## src/rtl/scan_seq_pkg.sv

```systemverilog
`timescale 1ns/1ps
package scan_seq_pkg;

    typedef enum logic [1:0] {
        ST_IDLE = 2'd0,
        ST_SYNC = 2'd1,
        ST_LOW  = 2'd2,
        ST_HIGH = 2'd3
    } scan_state_t;

    typedef struct packed {
        logic [1:0] speed;
        logic [3:0] size;
        logic       peer;
        logic [1:0] depth;
        logic [3:0] mux_words;
    } scan_cfg_t;

    function automatic int unsigned rate_hz(input logic [1:0] code);
        case (code)
            2'd0:    return 16000;
            2'd1:    return 32000;
            2'd2:    return 50000;
            default: return 100000;
        endcase
    endfunction

    function automatic int unsigned half_period(input int unsigned sys_hz, input logic [1:0] code);
        int unsigned q;
        q = sys_hz / (2 * rate_hz(code));
        return (q == 0) ? 1 : q;
    endfunction

endpackage

```

## src/rtl/scan_clkdiv.sv

```systemverilog
`timescale 1ns/1ps
module scan_clkdiv
    import scan_seq_pkg::*;
#(
    parameter int unsigned SYS_CLK_HZ = 50_000_000
) (
    input  logic       clk,
    input  logic       rst_n,
    input  logic       restart,
    input  logic [1:0] speed,
    output logic       tick
);
    localparam int unsigned TC_MAX = half_period(SYS_CLK_HZ, 2'd0);
    localparam int          CNT_W  = $clog2(TC_MAX + 1);

    logic [CNT_W-1:0] cnt_q;
    logic [CNT_W-1:0] tc_tab [4];
    logic [CNT_W-1:0] tc_sel;

    generate
        for (genvar g = 0; g < 4; g++) begin : g_tc
            localparam int unsigned TC_G = half_period(SYS_CLK_HZ, 2'(g));
            assign tc_tab[g] = CNT_W'(TC_G);
        end
    endgenerate

    assign tc_sel = tc_tab[speed];
    assign tick   = (cnt_q == tc_sel - CNT_W'(1));

    always_ff @(posedge clk or negedge rst_n) begin
        if (!rst_n)       cnt_q <= '0;
        else if (restart) cnt_q <= '0;
        else if (tick)    cnt_q <= '0;
        else              cnt_q <= cnt_q + CNT_W'(1);
    end

    // the count never passes the selected terminal value
    p_div_bound_r2: assert property (@(posedge clk) disable iff (!rst_n)
        cnt_q < tc_sel);

endmodule

```

## src/rtl/scan_addr_seq.sv

```systemverilog
`timescale 1ns/1ps
module scan_addr_seq #(
    parameter int ADDR_W = 8
) (
    input  logic              clk,
    input  logic              rst_n,
    input  logic              clear,
    input  logic              step,
    input  logic              peer,
    input  logic [ADDR_W:0]   frame_bits,
    output logic [ADDR_W-1:0] addr,
    output logic              out_phase,
    output logic              last
);
    logic [ADDR_W:0] last_addr;

    assign last_addr = frame_bits - {{ADDR_W{1'b0}}, 1'b1};
    assign last      = ({1'b0, addr} == last_addr) && (peer || out_phase);

    always_ff @(posedge clk or negedge rst_n) begin
        if (!rst_n) begin
            addr      <= '0;
            out_phase <= 1'b0;
        end else if (clear) begin
            addr      <= '0;
            out_phase <= 1'b0;
        end else if (step) begin
            if (peer || out_phase) begin
                addr      <= addr + {{(ADDR_W-1){1'b0}}, 1'b1};
                out_phase <= 1'b0;
            end else begin
                out_phase <= 1'b1;
            end
        end
    end

    // the address stays inside the configured frame
    p_addr_in_frame_r3: assert property (@(posedge clk) disable iff (!rst_n)
        {1'b0, addr} < frame_bits);

    // peer mode never enters a separate output cycle
    p_peer_single_r5: assert property (@(posedge clk) disable iff (!rst_n)
        peer |-> !out_phase);

endmodule

```

## src/rtl/scan_chan_rot.sv

```systemverilog
`timescale 1ns/1ps
module scan_chan_rot #(
    parameter int CH_W = 4
) (
    input  logic            clk,
    input  logic            rst_n,
    input  logic            clear,
    input  logic            advance,
    input  logic [1:0]      depth,
    output logic [CH_W-1:0] chan
);
    logic [CH_W:0] n_ch;

    assign n_ch = (CH_W+1)'(2) << depth;

    always_ff @(posedge clk or negedge rst_n) begin
        if (!rst_n)       chan <= '0;
        else if (clear)   chan <= '0;
        else if (advance) begin
            if (({1'b0, chan} + (CH_W+1)'(1)) >= n_ch) chan <= '0;
            else                                       chan <= chan + CH_W'(1);
        end
    end

endmodule

```

## src/rtl/scan_seq_top.sv

```systemverilog
`timescale 1ns/1ps
module scan_seq_top
    import scan_seq_pkg::*;
#(
    parameter int unsigned SYS_CLK_HZ = 50_000_000,
    parameter int          ADDR_W     = 8,
    parameter int          CH_W       = 4,
    parameter int          WORD_BITS  = 16
) (
    input  logic              clk,
    input  logic              rst_n,
    input  logic              run_en,
    input  logic [1:0]        cfg_speed,
    input  logic [3:0]        cfg_size,
    input  logic              cfg_peer,
    input  logic [1:0]        cfg_depth,
    input  logic [3:0]        cfg_mux_words,
    output logic              bus_clk_oe,
    output logic              bus_data_oe,
    input  logic              bus_data_in,
    output logic              frame_start,
    output logic [ADDR_W-1:0] bit_addr,
    output logic [CH_W-1:0]   bit_chan,
    output logic              bit_is_mux,
    output logic              out_req,
    input  logic              out_bit,
    output logic              in_valid,
    output logic              in_bit
);
    scan_state_t     state_q, state_d;
    scan_cfg_t       cfg_in, cfg_q;
    logic            tick, last, out_phase, enter_sync, drive_phase;
    logic            addr_clear, addr_step, chan_clear, chan_adv;
    logic [ADDR_W:0] frame_bits, mux_bits, mux_base;
    logic [CH_W-1:0] chan;
    logic [CH_W:0]   chan_lim;

    assign cfg_in = '{speed: cfg_speed, size: cfg_size, peer: cfg_peer,
                      depth: cfg_depth, mux_words: cfg_mux_words};

    // ---------------- state register ----------------
    always_ff @(posedge clk or negedge rst_n) begin
        if (!rst_n) state_q <= ST_IDLE;
        else        state_q <= state_d;
    end

    // ---------------- next state ----------------
    always_comb begin
        state_d = state_q;
        if (!run_en) begin
            state_d = ST_IDLE;
        end else begin
            unique case (state_q)
                ST_IDLE: state_d = ST_SYNC;
                ST_SYNC: if (tick) state_d = ST_LOW;
                ST_LOW:  if (tick) state_d = ST_HIGH;
                ST_HIGH: if (tick) state_d = last ? ST_SYNC : ST_LOW;
                default: state_d = ST_IDLE;
            endcase
        end
    end

    assign enter_sync = (state_d == ST_SYNC) && (state_q != ST_SYNC);

    // ---------------- frame-boundary configuration ----------------
    always_ff @(posedge clk or negedge rst_n) begin
        if (!rst_n)          cfg_q <= '0;
        else if (enter_sync) cfg_q <= cfg_in;
    end

    always_ff @(posedge clk or negedge rst_n) begin
        if (!rst_n) frame_start <= 1'b0;
        else        frame_start <= enter_sync;
    end

    assign frame_bits = (ADDR_W+1)'(({1'b0, cfg_q.size} + 5'd1) * WORD_BITS);
    assign mux_bits   = (ADDR_W+1)'(cfg_q.mux_words * WORD_BITS);
    assign mux_base   = (frame_bits > mux_bits) ? (frame_bits - mux_bits) : '0;

    // ---------------- sub-blocks ----------------
    scan_clkdiv #(.SYS_CLK_HZ(SYS_CLK_HZ)) u_div (
        .clk     (clk),
        .rst_n   (rst_n),
        .restart ((state_q == ST_IDLE) || enter_sync),
        .speed   (cfg_q.speed),
        .tick    (tick)
    );

    assign addr_clear = (state_d != ST_LOW) && (state_d != ST_HIGH);
    assign addr_step  = (state_q == ST_HIGH) && tick;

    scan_addr_seq #(.ADDR_W(ADDR_W)) u_addr (
        .clk        (clk),
        .rst_n      (rst_n),
        .clear      (addr_clear),
        .step       (addr_step),
        .peer       (cfg_q.peer),
        .frame_bits (frame_bits),
        .addr       (bit_addr),
        .out_phase  (out_phase),
        .last       (last)
    );

    assign chan_clear = (state_d == ST_IDLE);
    assign chan_adv   = (state_q == ST_HIGH) && tick && last && (state_d == ST_SYNC);

    scan_chan_rot #(.CH_W(CH_W)) u_chan (
        .clk     (clk),
        .rst_n   (rst_n),
        .clear   (chan_clear),
        .advance (chan_adv),
        .depth   (cfg_in.depth),
        .chan    (chan)
    );

    assign bit_is_mux = (cfg_q.mux_words != 4'd0) && ({1'b0, bit_addr} >= mux_base);
    assign bit_chan   = bit_is_mux ? chan : '0;

    // ---------------- outputs ----------------
    assign drive_phase = cfg_q.peer || out_phase;

    always_comb begin
        bus_clk_oe = 1'b0;
        out_req    = 1'b0;
        in_valid   = 1'b0;
        unique case (state_q)
            ST_IDLE: ;
            ST_SYNC: ;
            ST_LOW: begin
                bus_clk_oe = 1'b1;
                out_req    = drive_phase;
            end
            ST_HIGH: begin
                out_req  = drive_phase;
                in_valid = tick && (cfg_q.peer || !out_phase);
            end
            default: ;
        endcase
    end

    assign bus_data_oe = out_req && out_bit;
    assign in_bit      = !bus_data_in;

    // ---------------- assertions ----------------
    assign chan_lim = (CH_W+1)'(2) << cfg_q.depth;

    // stopping releases both lines on the following cycle
    p_stop_release_r9: assert property (@(posedge clk) disable iff (!rst_n)
        !run_en |=> (!bus_clk_oe && !bus_data_oe));

    // the data line is only newly pulled while the clock is held low
    p_data_edge_r4: assert property (@(posedge clk) disable iff (!rst_n)
        $rose(bus_data_oe) |-> bus_clk_oe);

    // a frame opens at address zero with the clock released
    p_frame_open_r3: assert property (@(posedge clk) disable iff (!rst_n)
        frame_start |-> (bit_addr == '0) && !bus_clk_oe);

    // configuration holds steady across running bus cycles
    p_cfg_hold_r8: assert property (@(posedge clk) disable iff (!rst_n)
        ((state_q == ST_LOW || state_q == ST_HIGH) &&
         ($past(state_q) == ST_LOW || $past(state_q) == ST_HIGH)) |-> $stable(cfg_q));

    // the reported channel is inside the configured depth
    p_chan_range_r7: assert property (@(posedge clk) disable iff (!rst_n)
        {1'b0, bit_chan} < chan_lim);

endmodule

```

## config.mk

```make
export PLATFORM = sky130hd
export DESIGN_NAME = scan_seq_top
export DESIGN_NICKNAME = d
export VERILOG_FILES = /design/src/rtl/scan_seq_pkg.sv /design/src/rtl/scan_clkdiv.sv /design/src/rtl/scan_addr_seq.sv /design/src/rtl/scan_chan_rot.sv /design/src/rtl/scan_seq_top.sv
export SDC_FILE = /design/constraint.sdc
export NUM_CORES = 1
export LEC_CHECK = 0
export ABC_AREA = 0
export ABC_CLOCK_PERIOD_IN_PS = 4900
export BUFFER_PORTS_ARGS = -buffer_cell sky130_fd_sc_hd__buf_2
export CORE_ASPECT_RATIO = 0.9
export CORE_MARGIN = 5
export CORE_UTILIZATION = 30
export CTS_BUF_LIST = sky130_fd_sc_hd__clkbuf_4 sky130_fd_sc_hd__clkbuf_8
export DETAILED_ROUTE_END_ITERATION = 7
export GPL_ROUTABILITY_DRIVEN = 0
export PLACE_DENSITY_LB_ADDON = 0.2
export SLEW_MARGIN = 25
export SYNTH_ARGS = -nofsm -noshare
export SYNTH_HDL_FRONTEND = slang
export SYNTH_HIERARCHICAL = 1
export SYNTH_SLANG_ARGS = --single-unit
export TNS_END_PERCENT = 20
```

## constraint.sdc

```tcl
create_clock -name clk -period 4.9 [get_ports clk]
set_input_delay 0.98 -clock clk [delete_from_list [all_inputs] [get_ports clk]]
set_output_delay 0.98 -clock clk [all_outputs]
set_load 0.01 [all_outputs]
```

## Yosys cells after proc, flatten, opt, wreduce, memory -nomap -nowiden

Index checks and enable logic that the tools add are counted.

| word-level totals | value |
|---|---|
| flip-flop bits (word level) | 38 |
| logic and storage cells | 80 |

| operators by class | value |
|---|---|
| add/sub/neg operators | 8 |
| magnitude comparators | 4 |
| equality and inequality tests | 9 |
| shifts and indexed selects | 1 |
| muxes and demuxes | 25 |
| bitwise logic cells | 1 |
| reductions and logical operators | 22 |

Operators by type and width:

| operator | number |
|---|---|
| 2-to-1 mux 11 bit | 4 |
| 2-to-1 mux 8 bit | 3 |
| binary-select mux 11 bit (select 2 bit) | 1 |
| 2-to-1 mux 4 bit | 4 |
| adder 11 x 1 -> 11 bit (second input constant) | 1 |
| equality test 11 bit | 1 |
| subtractor 11 x 1 -> 11 bit (second input constant) | 1 |
| adder 4 x 1 -> 5 bit (second input constant) | 2 |
| 2-to-1 mux 2 bit | 5 |
| equality test 8 x 9 -> 1 bit | 1 |
| greater-or-equal comparator 8 x 9 -> 1 bit | 1 |
| > comparator 9 x 8 -> 1 bit | 1 |
| logical AND 1 bit | 9 |
| 2-to-1 mux 9 bit | 1 |
| subtractor 9 x 1 -> 9 bit (second input constant) | 1 |
| subtractor 9 x 8 -> 9 bit | 1 |
| adder 8 x 1 -> 8 bit (second input constant) | 1 |
| case mux 2 bit (4 select lines) | 1 |
| 2-to-1 mux 1 bit | 6 |
| nonzero test 2 bit | 3 |
| greater-or-equal comparator 5 bit | 1 |
| left shift 2 x 2 -> 5 bit (first input constant) | 1 |
| adder 4 x 1 -> 4 bit (second input constant) | 1 |
| equality test 2 x 1 -> 1 bit (second input constant) | 2 |
| 11 further kinds | 17 |

## Logic depth before layout (Yosys ltp)

| logic depth | value |
|---|---|
| depth in word-level cells | 13 |
| gate-level depth with buffers | 16 |
| depth with buffers taken out | 14 |

## Modules after synthesis

The synthesis kept the hierarchy.

Modules (own cells, without submodules):

| module | instances | cells each | area each (um2) | sequential area each (um2) |
|---|---|---|---|---|
| scan_seq_top | 1 | 113 | 1061.0 | 350.3 |
| scan_addr_seq | 1 | 93 | 824.5 | 225.2 |
| scan_clkdiv | 1 | 71 | 681.9 | 275.3 |
| scan_chan_rot | 1 | 35 | 342.8 | 100.1 |

## Worst setup path after synthesis

No wires, ideal clock.

| timing path | value |
|---|---|
| kind | register to output |
| start | register cfg_q[7] (netlist bit) |
| end | output port bit_chan[0] |
| arrival | 3090 ps |
| required time | 3920 ps |
| path slack | 830 ps |
| stages on the path, launching flop included | 13 |
| path buffers | 0 |
| cell sequence | dfrtp_1 ha_1 xor2_1 ha_1 o21a_1 o31a_1 o21ai_1 a21oi_1 ha_1 or4b_4 o41ai_4 o21ai_0 nor3_1 |

| between the ends | value |
|---|---|
| longest elaborated chain between the ends | 6 |
| elaborated cells between the ends (all ways) | 7 |

RTL lines:

| item | RTL line | source |
|---|---|---|
| start, declared | scan_seq_top.sv:31 | `scan_cfg_t cfg_in, cfg_q;` |
| start signal, assigned | scan_seq_top.sv:68 | `else if (enter_sync) cfg_q <= cfg_in;` |
| adder 4 x 1 -> 5 bit (*) | scan_seq_top.sv:76 | `assign frame_bits = (ADDR_W+1)'(({1'b0, cfg_q.size} + 5'd1) * WORD_BITS);` |
| net frame_bits[6] | scan_seq_top.sv:34 | `logic [ADDR_W:0] frame_bits, mux_bits, mux_base;` |
| subtractor 9 x 8 -> 9 bit / > comparator 9 x 8 -> 1 bit (equally long branches) | scan_seq_top.sv:78 | `assign mux_base = (frame_bits > mux_bits) ? (frame_bits - mux_bits) : '0;` |
| 2-to-1 mux 9 bit (*) | scan_seq_top.sv:78 |  |
| greater-or-equal comparator 8 x 9 -> 1 bit (*) | scan_seq_top.sv:116 | `assign bit_is_mux = (cfg_q.mux_words != 4'd0) && ({1'b0, bit_addr} >= mux_base);` |
| logical AND 1 bit (*) | scan_seq_top.sv:116 |  |
| 2-to-1 mux 4 bit (*) | scan_seq_top.sv:117 | `assign bit_chan = bit_is_mux ? chan : '0;` |
| end, declared | scan_seq_top.sv:23 | `output logic [CH_W-1:0] bit_chan,` |

The timed path passes the listed nets; every way through them passes the cells marked *.

## Worst setup path in the final report

Ends and elaborated chain as after synthesis.

==> key figures <==
Routing
  • Via density: between 4 and 5
  • DRC: 0
  • Pre-antenna DRT Iters: 4
  • WL/cell: about 14 um
  • 1st-iter DRT viols: 100
  • WL final: ~6700 um
  • Vias: 2330
  • Post-DRT Antenna Nets: 0

Global routing
  • First-pass GRT wire length: 11500 um
  • Vias in the first global route: 2285
  • Overall fraction of global-route tracks in use: ~12%
  • Gr ovfl total: 0
  • Antenna violations before repair: 0
  • Largest net degree at the start of global routing: 39

Power
  • Pwr Density: roughly 300 nW/um2
  • Total power: 1.04 mW
  • Leak: 1.55 nW
  • Worst VDD drop: between 0.15 and 0.2 mV

Setup path
  • Crit path launch type: flip-flop
  • Crit path max fanout: 5
  • CP arrival: 3690 ps
  • Worst endpoint required time: approximately 3900 ps
  • CP Class: reg2out
  • R2R Setup Slk: 1430 ps
  • CP Capture Type: output pin

Timing
  • # setup viols final: 0
  • Fin. Hold Viols: 0
  • Final Critical Period: approximately 4700 ps
  • Slew margin rel.: about 45%
  • Unrepaired setup endpoints after global routing: false
  • Worst Skew: approximately 7.6 ps
  • Fmax: ~210 MHz
  • Period utilization: a little over nine tenths
  • Pins over their slew limit: 0
  • Worst slew pin tran: slightly above 800 ps
  • Setup TNS: 0 ps

Run status
  • Status: complete, no violations

Floorplanning
  • Num rows: 34
  • IO Pins: 37
  • Die width: between 100 and 150 um
  • Initial core utilization: a little under a third
  • Die H: around 100 um
  • Core Box Area: roughly 9600 um2
  • Die ar.: roughly 12000 um2

Final layout
  • Layout cells sized above 1: between 10% and 20%
  • Util after Layout: ~36%
  • Area growth syn-to-layout: 18.1%
  • Final Net Count: about 400
  • Diodes inserted: 0

Clock tree
  • CTS hold repair buffers: 0
  • Clk slew on worst S/H paths: roughly 80 ps
  • Max clock buf depth: 2
  • CTS sink count: 38
  • Root Driver: clkbuf_8
  • H-Tree Depth: 2
  • Cts bufs inserted: 5
  • CTS tree: built
  • Worst skew pair latency: between 200 and 300 ps

Synthesis
  • Number of distinct library cells after synthesis: 64
  • Ys flop type: dfrtp_1
  • Most frequent cell after synthesis: dfrtp_1
  • Seq cells post-synth: 38
  • Post-synth EDFFs: 0
  • Commonest cells in the netlist: dfrtp_1 (38), nor3_1 (22), ha_1 (21), inv_1 (21), xnor2_1 (18)
  • Post-synth top area cell: dfrtp_1
  • Yosys warning total: 6
  • Post-Syn Area: approximately 2900 um2
  • Syn_area_per_cell: between 9 and 10 um2
  • Post-synth top area share: around a third
  • Post-synth ARST share: 100%
  • Mapped Cells: 312
  • Main area contributors after synthesis: dfrtp_1 (33%), ha_1 (9.0%), xnor2_1 (5.4%), mux2_1 (4.3%), xor2_1 (3.9%)
  • Sequential share of the synthesized area: between 30% and 40%

Placed design
  • Port Buffer Count: 36
  • Hpwl dp: approximately 5300 um

Min path
  • Hold crit path type: reg2reg

Job
  • Max Cap Viol: 0
-- final timing paths --
kind	from	to	depth (start not counted)
worst min register to register	cfg_q[3]	cfg_q[3]	1
min in group asynchronous	rst_n	u_div/cnt_q[9]	1
worst min-delay path	cfg_q[3]	cfg_q[3]	1
worst max register to register	cfg_q[7]	u_chan/chan[1]	15
worst max-delay path	cfg_q[7]	bit_chan[0]	13
max in group asynchronous	rst_n	cfg_q[7]	1
-- final cells by class --
cell class / count / area [um2]
clock buffers: 6 / 82.6
clock inverters: 2 / 60.1
fillers: 1022 / 6130
inverters: 22 / 82.6
multi-input cells: 258 / 1900
flip-flops and latches: 38 / 952
well taps: 126 / 158
repair buffers: 39 / 205
-- repair_timing --
action,in CTS,in global routing
resized for setup,0,5
setup buffers,0,2
endpoints found under the setup margin,0,5
-- layer usage --
layer  GRT usage [%]  up-vias  part of all wire, %
li1                -     1199                    -
met1            15.6     1094                   46
met2            22.1       32                   50
met3            2.09        5                  2.8
met4            3.56        0                  1.4
met5               0        -                    0
-- where the power goes --
group / internal [mW] / leakage (nW) / switching (mW)
Sequential: 0.329 / 0.500 / 0.0205
Clock: 0.217 / 0.0714 / 0.115
Combinational: 0.161 / 0.982 / 0.193
Total: 0.708 / 1.55 / 0.328
-- state kept, by name, summed over array words and instances, names as in the netlist --
| signal | cells |
|---|---|
| u_addr/addr | 8 |
| frame_start | 1 |
| u_addr/out_phase | 1 |
| u_div/cnt_q | 11 |
| state_q | 2 |
| cfg_q | 11 |
| u_chan/chan | 4 |
-- worst max-delay path: stages, from the launching register on --
cell     delay (ps)
dfrtp_2         450
ha_4            270
ha_1            300
nor2b_1         150
o31a_1          280
o21ai_1         170
a21oi_1         100
ha_1            280
or4b_4          460
o41ai_4         400
buf_4           190
o21ai_0          70
nor3_1          130
buf_2           150
-- logic make-up (layout without fill, tap and decap cells) --
logic type | count (synthesis) | after routing | synth area share, %
other | 1 | 17 | 0.129
AOI/OAI and AO/OA | 54 | 54 | 13.5
buffers and inverters | 32 | 69 | 5.24
xor gates and xnor gates | 32 | 32 | 10.1
and+or+nand+nor | 119 | 119 | 23.3
muxes | 14 | 14 | 5.33
adders and majority gates | 22 | 22 | 9.72
DFF | 38 | 38 | 32.7
-- cells in the final DEF, fill, tap and decap left out, types with 3 or more instances in the layout --
cell | netlist | routed
dfrtp_1 | 38 | 37
nand3_1 | 10 | 10
nor4_1 | 4 | 4
inv_1 | 21 | 21
conb_1 | 1 | 17
and2_1 | 4 | 4
nand2_1 | 16 | 16
o21ai_0 | 13 | 13
or3_1 | 3 | 3
nor3_1 | 22 | 22
buf_2 | 3 | 35
clkbuf_8 | 0 | 6
a21o_1 | 3 | 3
nand2b_1 | 7 | 7
and3_1 | 4 | 4
ha_1 | 21 | 19
o21a_1 | 3 | 3
nor2b_1 | 8 | 8
a21oi_1 | 7 | 7
mux2_1 | 11 | 11
nand4_1 | 6 | 6
nor2_1 | 16 | 16
xnor2_1 | 18 | 17
nand3b_1 | 3 | 3
buf_4 | 1 | 4
xor2_1 | 13 | 12
o21ai_1 | 7 | 7
-- metrics by stage --
stage	std cells	hold slack [ps]	cell area, um2	setup WS (ps)
2_1_floorplan	328	488	2970	830
3_3_place_gp	481	508	3250	539
3_5_place_dp	481	513	3250	467
4_1_cts	489	533	3390	106
5_1_grt	491	553	3440	43.2
6_report	491	524	3440	232
Note: power is estimated with default switching activity, not from simulation.
